$ cat config.mk
export PLATFORM = sky130hd
export DESIGN_NAME = uartLevelRegs
export DESIGN_NICKNAME = d
export VERILOG_FILES = /design/src/rtl/uartLevelPkg.sv /design/src/rtl/uartLevelCtrl.sv /design/src/rtl/uartLevelData.sv /design/src/rtl/uartTrigSelect.sv /design/src/rtl/uartLevelRegs.sv
export SDC_FILE = /design/constraint.sdc
export NUM_CORES = 1
export LEC_CHECK = 0
export ABC_AREA = 1
export CAP_MARGIN = 20
export CORE_ASPECT_RATIO = 1.4
export CORE_MARGIN = 10
export CORE_UTILIZATION = 41
export DETAILED_ROUTE_END_ITERATION = 7
export GPL_ROUTABILITY_DRIVEN = 0
export PLACE_DENSITY = 0.82
export SYNTH_ARGS = -nofsm -noshare
export SYNTH_HDL_FRONTEND = slang
export SYNTH_SLANG_ARGS = --single-unit
$ cat constraint.sdc
create_clock -name clk -period 1.08 [get_ports clk]
set_input_delay 0.216 -clock clk [delete_from_list [all_inputs] [get_ports clk]]
set_output_delay 0.216 -clock clk [all_outputs]
set_load 0.05 [all_outputs]
$ cat src/rtl/uartLevelPkg.sv
package uartLevelPkg;

  localparam logic [7:0] LCR_UNLOCK_CODE = 8'hBF;
  localparam logic [7:0] FEAT_WRITABLE   = 8'hCC;

  typedef struct packed {
    logic wrScratch;
    logic wrEnh;
    logic wrFeat;
    logic wrTrigRx;
    logic wrTrigTx;
    logic rdScratch;
    logic rdCount;
    logic rdFeat;
    logic rdAny;
    logic countTx;
  } regStrobeT;

endpackage

$ cat src/rtl/uartLevelCtrl.sv
module uartLevelCtrl
  import uartLevelPkg::*;
#(
  parameter int ADDR_W       = 3,
  parameter int SCRATCH_ADDR = 7,
  parameter int FEAT_ADDR    = 1,
  parameter int TRIG_ADDR    = 0
) (
  input  logic              clk,
  input  logic              rstN,
  input  logic [ADDR_W-1:0] addr,
  input  logic              wrEn,
  input  logic              rdEn,
  input  logic [7:0]        lcrValue,
  input  logic              featSwap,
  input  logic              featDirTx,
  output regStrobeT         strobe
);

  localparam logic [ADDR_W-1:0] SCR_A  = ADDR_W'(SCRATCH_ADDR);
  localparam logic [ADDR_W-1:0] FEAT_A = ADDR_W'(FEAT_ADDR);
  localparam logic [ADDR_W-1:0] TRIG_A = ADDR_W'(TRIG_ADDR);

  logic unlocked;
  logic hitScratch;
  logic hitFeat;
  logic hitTrig;

  always_comb begin
    unlocked   = (lcrValue == LCR_UNLOCK_CODE);
    hitScratch = (addr == SCR_A);
    hitFeat    = (addr == FEAT_A) && unlocked;
    hitTrig    = (addr == TRIG_A) && (unlocked || featSwap);
  end

  always_comb begin
    strobe           = '0;
    strobe.wrScratch = wrEn && hitScratch && !featSwap;
    strobe.wrEnh     = wrEn && hitScratch && featSwap;
    strobe.wrFeat    = wrEn && hitFeat;
    strobe.wrTrigRx  = wrEn && hitTrig && !featDirTx;
    strobe.wrTrigTx  = wrEn && hitTrig && featDirTx;
    strobe.rdScratch = rdEn && hitScratch && !featSwap;
    strobe.rdCount   = rdEn && hitScratch && featSwap;
    strobe.rdFeat    = rdEn && hitFeat;
    strobe.rdAny     = rdEn;
    strobe.countTx   = featDirTx;
  end

  AST_ONE_WRITE_TARGET: assert property (@(posedge clk) disable iff (!rstN)
    $onehot0({strobe.wrScratch, strobe.wrEnh, strobe.wrFeat, strobe.wrTrigRx, strobe.wrTrigTx}));

  AST_ONE_READ_SOURCE: assert property (@(posedge clk) disable iff (!rstN)
    $onehot0({strobe.rdScratch, strobe.rdCount, strobe.rdFeat}));

endmodule

$ cat src/rtl/uartLevelData.sv
module uartLevelData
  import uartLevelPkg::*;
#(
  parameter int FIFO_DEPTH = 16,
  parameter int CNT_W      = $clog2(FIFO_DEPTH + 1)
) (
  input  logic             clk,
  input  logic             rstN,
  input  regStrobeT        strobe,
  input  logic [7:0]       wrData,
  input  logic [CNT_W-1:0] rxCount,
  input  logic [CNT_W-1:0] txCount,
  output logic [7:0]       rdData,
  output logic [7:0]       progRx,
  output logic [7:0]       progTx,
  output logic [7:0]       enhMode,
  output logic             featSwap,
  output logic             featDirTx,
  output logic             irInvert,
  output logic             autoDirEn
);

  localparam logic [CNT_W-1:0] CNT_MAX = CNT_W'(FIFO_DEPTH);

  logic [7:0]       featReg;
  logic [7:0]       scratchReg;
  logic [CNT_W-1:0] countPick;
  logic [7:0]       countSat;
  logic [7:0]       readMux;

  always_ff @(posedge clk or negedge rstN) begin
    if (!rstN) begin
      featReg    <= '0;
      scratchReg <= '0;
      enhMode    <= '0;
      progRx     <= '0;
      progTx     <= '0;
    end else begin
      if (strobe.wrFeat)    featReg    <= wrData & FEAT_WRITABLE;
      if (strobe.wrScratch) scratchReg <= wrData;
      if (strobe.wrEnh)     enhMode    <= wrData;
      if (strobe.wrTrigRx)  progRx     <= wrData;
      if (strobe.wrTrigTx)  progTx     <= wrData;
    end
  end

  always_comb begin
    countPick = strobe.countTx ? txCount : rxCount;
    countSat  = 8'((countPick > CNT_MAX) ? CNT_MAX : countPick);
    readMux   = '0;
    if (strobe.rdScratch) readMux = scratchReg;
    if (strobe.rdCount)   readMux = countSat;
    if (strobe.rdFeat)    readMux = featReg;
  end

  always_ff @(posedge clk or negedge rstN) begin
    if (!rstN)             rdData <= '0;
    else if (strobe.rdAny) rdData <= readMux;
  end

  always_comb begin
    featSwap  = featReg[6];
    featDirTx = featReg[7];
    irInvert  = featReg[2];
    autoDirEn = featReg[3];
  end

  AST_READ_HOLD: assert property (@(posedge clk) disable iff (!rstN)
    !strobe.rdAny |=> $stable(rdData));

  AST_COUNT_CEILING: assert property (@(posedge clk) disable iff (!rstN)
    strobe.rdCount |=> (rdData <= 8'(FIFO_DEPTH)));

  AST_ENH_WRITE_ONLY_WHEN_SWAPPED: assert property (@(posedge clk) disable iff (!rstN)
    !strobe.wrEnh |=> $stable(enhMode));

  AST_SCRATCH_KEPT_WHEN_SWAPPED: assert property (@(posedge clk) disable iff (!rstN)
    featSwap |=> $stable(scratchReg));

endmodule

$ cat src/rtl/uartTrigSelect.sv
module uartTrigSelect #(
  parameter int FIFO_DEPTH = 16
) (
  input  logic       clk,
  input  logic       rstN,
  input  logic [7:0] progLevel,
  input  logic [1:0] tableSel,
  input  logic [1:0] fixedSel,
  output logic [7:0] level
);

  localparam logic [7:0] LVL_A = 8'd1;
  localparam logic [7:0] LVL_B = 8'(FIFO_DEPTH / 4);
  localparam logic [7:0] LVL_C = 8'(FIFO_DEPTH / 2);
  localparam logic [7:0] LVL_D = 8'(FIFO_DEPTH - 2);

  logic [7:0] fixedLevel;

  always_comb begin
    case (fixedSel)
      2'd0:    fixedLevel = LVL_A;
      2'd1:    fixedLevel = LVL_B;
      2'd2:    fixedLevel = LVL_C;
      default: fixedLevel = LVL_D;
    endcase
    level = (tableSel == 2'd3) ? progLevel : fixedLevel;
  end

  AST_FIXED_LEVEL_SET: assert property (@(posedge clk) disable iff (!rstN)
    (tableSel != 2'd3) |-> (level == LVL_A || level == LVL_B ||
                            level == LVL_C || level == LVL_D));

endmodule

$ cat src/rtl/uartLevelRegs.sv
module uartLevelRegs
  import uartLevelPkg::*;
#(
  parameter int ADDR_W       = 3,
  parameter int FIFO_DEPTH   = 16,
  parameter int SCRATCH_ADDR = 7,
  parameter int FEAT_ADDR    = 1,
  parameter int TRIG_ADDR    = 0,
  localparam int CNT_W       = $clog2(FIFO_DEPTH + 1)
) (
  input  logic              clk,
  input  logic              rstN,
  input  logic [ADDR_W-1:0] addr,
  input  logic              wrEn,
  input  logic              rdEn,
  input  logic [7:0]        wrData,
  output logic [7:0]        rdData,
  input  logic [CNT_W-1:0]  rxCount,
  input  logic [CNT_W-1:0]  txCount,
  input  logic [7:0]        lcrValue,
  input  logic [1:0]        trigTableSel,
  input  logic [1:0]        fixedLevelSel,
  output logic [7:0]        rxTrigLevel,
  output logic [7:0]        txTrigLevel,
  output logic [7:0]        enhMode,
  output logic              irInvert,
  output logic              autoDirEn
);

  regStrobeT  strobe;
  logic       featSwap;
  logic       featDirTx;
  logic [7:0] progLevel [2];
  logic [7:0] effLevel  [2];

  uartLevelCtrl #(
    .ADDR_W(ADDR_W), .SCRATCH_ADDR(SCRATCH_ADDR),
    .FEAT_ADDR(FEAT_ADDR), .TRIG_ADDR(TRIG_ADDR)
  ) ctrlInst (
    .clk(clk), .rstN(rstN), .addr(addr), .wrEn(wrEn), .rdEn(rdEn),
    .lcrValue(lcrValue), .featSwap(featSwap), .featDirTx(featDirTx),
    .strobe(strobe)
  );

  uartLevelData #(.FIFO_DEPTH(FIFO_DEPTH), .CNT_W(CNT_W)) dataInst (
    .clk(clk), .rstN(rstN), .strobe(strobe), .wrData(wrData),
    .rxCount(rxCount), .txCount(txCount), .rdData(rdData),
    .progRx(progLevel[0]), .progTx(progLevel[1]), .enhMode(enhMode),
    .featSwap(featSwap), .featDirTx(featDirTx),
    .irInvert(irInvert), .autoDirEn(autoDirEn)
  );

  for (genvar dir = 0; dir < 2; dir++) begin : gTrig
    uartTrigSelect #(.FIFO_DEPTH(FIFO_DEPTH)) selInst (
      .clk(clk), .rstN(rstN), .progLevel(progLevel[dir]),
      .tableSel(trigTableSel), .fixedSel(fixedLevelSel),
      .level(effLevel[dir])
    );
  end

  assign rxTrigLevel = effLevel[0];
  assign txTrigLevel = effLevel[1];

endmodule

==> run_results.csv, run 1 <==
group,metric,value,unit
run_status,status,"complete, but fails checks",
run_status,violations,"negative setup slack",
sta,maxSlewViolCount,0,
grt,overflow,0,
worst_setup_path,crit_fanout,2,
finish,drive_gt1_share,49.0,%
floorplanning,core_area,4920,sq um
grt,grt_pass1_wl,12200,um
finish,nNetsFinal,428,
worst_setup_path,crit_arrival,1070,ps
routing,routedWlPerCell,20.2,um
routing,finalWirelength,9200,um
synthesis,netlist_area,2100,sq um
run,max_cap_violations,0,
sta,setup_violations,63,
synthesis,syn_nets,307,
synthesis,syn_inst,270,
synthesis,yosys_warnings,0,
routing,dr.pass1.iters,4,
synthesis,avgSynthCellArea,7.77,sq um
clock_tree,insertion_delay,310,ps
routing,vias,2532,
floorplanning,pin_count,71,
sta,fin_crit,1290,ps
clock_tree,h-tree-depth,2,
finish,diodes,0,
routing,viasPerCell,5.55,
floorplanning,start_util,42.6,%
sta,tightest_slew,309,ps
synthesis,ys_seq_area_share,52.5,%
worst_setup_path,cp-end-kind,"primary output",
floorplanning,die_x,80.4,um
sta,finalHoldViolations,0,
min_path,min_path_type,"primary input to flop",
worst_setup_path,start_kind,"flop",
synthesis,synth.top_cell.area_share,52.5,%
worst_setup_path,criticalPathCategory,"flop to primary output",
placed_design,hpwlAfterDp,5150,um
clock_tree,cts.sink_count,44,
grt,grt_max_degree,45,
sta,fmax,775,MHz
sta,period_share,119,%
finish,num-fill-cells,226,
worst_setup_path,cp-startpoint,"dataInst.progRx[7]",
synthesis,ys_ff_latch,44,
grt,grtUsageTotal,18.1,%
clock_tree,clk_pin_slew_worst_paths,90,ps
synthesis,yosys-top-cells-area,"dfrtp_1 (53%), nand2_1 (18%), nand4_1 (6.0%)",
clock_tree,clockRootBuffer,"clkbuf_8",
sta,clock_skew,5.41,ps
sta,rsz0062_at_grt,"true",
synthesis,synth_cell_type_count,20,
routing,route.detailed.drc,0,
finish,area.growth.synth_to_final,97.9,%
finish,utilization,84.4,%
grt,antenna_found_initial,0,
clock_tree,cts_tree,"yes",
grt,grt_pass1_vias,2486,
floorplanning,die_h,105,um
power_and_ir_drop,p_leak,1.96,nW
power_and_ir_drop,finalPower,3.97,mW
worst_setup_path,critPathRequiredTime,860,ps
routing,drtIter0Drc,177,
sta,fin_tns_setup,-5670,ps
floorplanning,row_count,30,
clock_tree,clock_path_buffers,2,
synthesis,netlist.top_cell.by_area,"dfrtp_1",
clock_tree,cts-buffers-inserted,5,
worst_setup_path,worstReg2RegStart,"dataInst.featReg[6]",
routing,ant_nets,0,
floorplanning,dieArea,8420,sq um
power_and_ir_drop,powerDensity,956,nW/um^2
placed_design,portBuffers,70,
power_and_ir_drop,vdd_drop_max,1.12,mV
sta,max_slew_margin,79.4,%
min_path,hold_start,"rdEn",
sta,layout_setup_ws,-210,ps
[final timing paths]
check / to / slack (ps) / depth (start not counted)
min in group asynchronous: dataInst.progRx[0] / 420 / 3
min: dataInst.rdData[4] / 390 / 4
max in group asynchronous: dataInst.featReg[6] / 430 / 3
max reg2reg: dataInst.progRx[0] / -150 / 5
max: rxTrigLevel[7] / -210 / 3
min reg2reg: dataInst.scratchReg[5] / 550 / 2
[per-stage QoR]
stage	instances	hold WS, ps	setup slack, ps	cell area (sq um)
after floorplan	270	-79.6	-87.6	2180
after global placement	415	206	-487	3390
after detailed placement	415	209	-578	3390
after CTS	439	418	-134	3820
after global routing	456	408	-246	4150
final	456	387	-210	4150
[cell type report]
type	instances	area (sq um)	share of cell area, %
multi-input cells	189	1230	29.7
well taps	64	80.1	1.93
flip-flops and latches	44	1100	26.6
clock buffers	5	68.8	1.66
clock inverters	3	46.3	1.12
inverters	30	123	2.96
repair buffers	121	1490	36.0
[cell usage in the layout (no fill, tap or decap), drive strengths merged]
cell / n
o31ai: 1
dfrtp: 44
nand2: 101
o211ai: 2
nor3: 1
dlymetal6s2s: 1
dlygate4sd3: 1
o21ai: 20
nand4: 20
bufinv: 1
clkbuf: 6
buf: 86
clkdlybuf4s15: 2
inv: 30
clkinvlp: 1
nand3: 16
nor2: 24
nand3b: 1
a21boi: 2
a22o: 1
clkdlybuf4s50: 18
dlygate4sd2: 12
clkinv: 1
[cells in the mapped netlist, drive strengths merged]
library cell,count
a21boi,2
a22o,1
buf,7
clkbuf,1
dfrtp,44
inv,30
nand2,101
nand3,15
nand3b,1
nand4,20
nor2,24
nor3,1
o211ai,2
o21ai,20
o31ai,1
[routing by layer]
| layer | vias to the layer above | global-route usage [%] | wire length, um | part of all wire (%) |
|---|---|---|---|---|
| met3 | 44 | 4.20 | 526 | 5.7 |
| met5 | - | 0 | 0 | 0 |
| li1 | 1121 | - | - | - |
| met4 | 0 | 9.72 | 538 | 5.9 |
| met2 | 127 | 33.4 | 5100 | 55 |
| met1 | 1240 | 17.4 | 3030 | 33 |
[worst max-delay path, cell delays in order, from the launching register on]
cell	delay, ps
dfrtp_1	390
inv_1	80
nor2_2	140
buf_12	150
[timing repair]
| item | in CTS | in global routing |
|---|---|---|
| endpoints found under the setup margin | 78 | 73 |
| setup buffers | 14 | 16 |
| resized for setup | 98 | 63 |
| gates cloned | 1 | 2 |
| hold buffers | 1 | 0 |
| pin swaps | 41 | 14 |
| endpoints found under the hold margin | 44 | 0 |
[registers in the layout (all words and copies together) (netlist names)]
| signal | cells |
|---|---|
| dataInst.enhMode | 8 |
| dataInst.progRx | 8 |
| dataInst.progTx | 8 |
| dataInst.rdData | 8 |
| dataInst.scratchReg | 8 |
| dataInst.featReg | 4 |
[power by group]
part	leakage [nW]	total [mW]	internal, mW	switching (mW)
Clock	0.0548	1.32	0.697	0.625
Sequential	0.597	1.81	1.72	0.0853
Combinational	1.30	0.836	0.378	0.458
[cell families (layout without fill, tap and decap cells)]
group | count (synthesis) | count (layout) | share of synthesized area (%)
buffers and inverters | 38 | 159 | 7.70
AOI/OAI and AO/OA | 26 | 26 | 7.04
DFF | 44 | 44 | 52.5
and+or+nand+nor | 162 | 163 | 32.8
(Power assumes the default switching activity.)
==> run 2, diff against run 1 <==
--- a/config.mk
+++ b/config.mk
@@ -8,7 +8,6 @@
 export ABC_AREA = 1
 export CAP_MARGIN = 20
 export CORE_ASPECT_RATIO = 1.4
-export CORE_MARGIN = 10
 export CORE_UTILIZATION = 41
 export DETAILED_ROUTE_END_ITERATION = 7
 export GPL_ROUTABILITY_DRIVEN = 0
==> run_results.csv, run 2 (synthesized netlist as in run 1, its figures left out) <==
group,metric,value,unit
floorplanning,row_count,30,
min_path,min_path_type,"primary input to flop",
clock_tree,clk_pin_slew_worst_paths,80,ps
floorplanning,die_x,62.4,um
sta,layout_setup_ws,-243,ps
grt,grtUsageTotal,29.1,%
placed_design,portBuffers,70,
sta,rsz0062_at_grt,"true",
grt,grt_max_degree,45,
min_path,hold_end,"dataInst.featReg[3]",
clock_tree,cts-buffers-inserted,5,
worst_setup_path,r2r_slack,-150,ps
finish,drive_gt1_share,54.2,%
worst_setup_path,crit_arrival,1510,ps
finish,final_common_cell,"nand2_1",
floorplanning,die_h,86.6,um
clock_tree,clock_path_buffers,2,
routing,vias,2654,
clock_tree,cts.sink_count,44,
sta,tightest_slew,266,ps
power_and_ir_drop,switching_power,1.17,mW
routing,drtIter0Drc,186,
clock_tree,clockRootBuffer,"clkbuf_8",
worst_setup_path,crit_fanout,8,
min_path,hold_path_depth,4,
sta,period_share,123,%
routing,viasPerCell,5.70,
routing,finalWirelength,9660,um
routing,routedWlPerCell,20.7,um
power_and_ir_drop,p_seq_share,47.5,%
worst_setup_path,criticalPathCategory,"primary input to flop",
sta,clock_skew,17.1,ps
power_and_ir_drop,vdd_drop_max,1.24,mV
run_status,status,"complete, but fails checks",
finish,diodes,0,
sta,fin_crit,1320,ps
finish,area.growth.synth_to_final,105,%
sta,fin_tns_setup,-6220,ps
grt,antenna_found_initial,0,
power_and_ir_drop,netSwitchingFraction,30.7,%
grt,overflow,0,
run,max_cap_violations,0,
routing,dr.pass1.iters,5,
min_path,hold_start,"addr[2]",
power_and_ir_drop,p_int,2.63,mW
clock_tree,h-tree-depth,2,
floorplanning,core_area,4880,sq um
worst_setup_path,cp-end-kind,"flop",
power_and_ir_drop,powerDensity,882,nW/um^2
clock_tree,insertion_delay,320,ps
finish,final_cell_mix,"nand2_1 (52), buf_4 (43), dfrtp_1 (37), buf_12 (37), nand2_2 (34)",
power_and_ir_drop,p_leak,2.01,nW
finish,nNetsFinal,438,
power_and_ir_drop,power_frac_comb,22.5,%
floorplanning,pin_count,71,
sta,maxSlewViolCount,0,
sta,max_slew_margin,82.1,%
floorplanning,start_util,43.0,%
routing,ant_nets,0,
run_status,violations,"negative setup slack",
grt,grt_pass1_wl,12000,um
power_and_ir_drop,clkPwrFrac,30.0,%
worst_setup_path,r2r-end,"dataInst.progRx[0]",
worst_setup_path,r2r_cells,5,
worst_setup_path,cp-startpoint,"addr[1]",
routing,route.detailed.drc,0,
clock_tree,cts_tree,"yes",
sta,setup_violations,69,
worst_setup_path,start_kind,"primary input",
floorplanning,dieArea,5410,sq um
placed_design,hpwlAfterDp,4560,um
worst_setup_path,worstReg2RegStart,"dataInst.featReg[6]",
sta,finalHoldViolations,0,
grt,grt_pass1_vias,2525,
worst_setup_path,critPathRequiredTime,1270,ps
finish,utilization,88.1,%
sta,fmax,756,MHz
## run 2: worst max-delay path: stages
cell,delay (ps)
dlygate4sd2_1,270
inv_2,70
nand3b_1,200
nor2_4,250
buf_12,140
nand3_4,160
nand2_1,110
nand2_1,90
## run 2: metrics by stage
stage / power [mW] / hold WS (ps) / setup slack [ps] / cells / instance area [sq um]
finish: 3.79 / 393 / -243 / 466 / 4300
CTS: 3.62 / 422 / -162 / 444 / 3840
global route: 3.91 / 390 / -294 / 466 / 4300
floorplan: 2.07 / -79.6 / -87.6 / 270 / 2180
detailed placement: 2.51 / 208 / -525 / 417 / 3410
global placement: 2.49 / 205 / -440 / 417 / 3410
## run 2: how the worst max path moves through the flow
stage / end / cells after the start
floorplan: rxTrigLevel[2] / 4
global placement: dataInst.featReg[7] / 8
detailed placement: dataInst.featReg[7] / 8
CTS: txTrigLevel[2] / 3
global route: dataInst.progRx[6] / 8
finish: dataInst.progRx[0] / 8
## run 2: area by class of cell
class / instances / area [sq um]
Timing Repair Buffer: 131 / 1590
Multi-Input combinational cell: 189 / 1300
Sequential cell: 44 / 1110
Fill cell: 192 / 579
Inverter: 30 / 128
Clock buffer: 6 / 82.6
Tap cell: 64 / 80.1
Clock inverter: 2 / 15.0
## run 2: per-layer routing
layer  track usage (%)  wire length (um)  share of wire [%]
met1              30.1              3230                 33
met2              55.4              5120                 53
met3              3.82               497                5.1
met4              17.5               808                8.4
met5                 0                 0                  0
## run 2: power groups by stage
stage | Sequential [mW] | Combinational (mW) | Clock (mW)
2_1_floorplan | 1.84 | 0.231 | 0
3_3_place_gp | 1.82 | 0.676 | 0
3_5_place_dp | 1.82 | 0.692 | 0
4_1_cts | 1.78 | 0.745 | 1.09
5_1_grt | 1.81 | 0.893 | 1.21
6_report | 1.80 | 0.855 | 1.14
## run 2: timing repair
item                                   in CTS  in global routing
setup buffers                              16                 20
endpoints found under the hold margin      44                  0
pin swaps                                  36                 22
cloned                                      2                  2
setup endpoints to repair                  74                 76
hold buffers                                1                  0
resized for setup                          86                 97
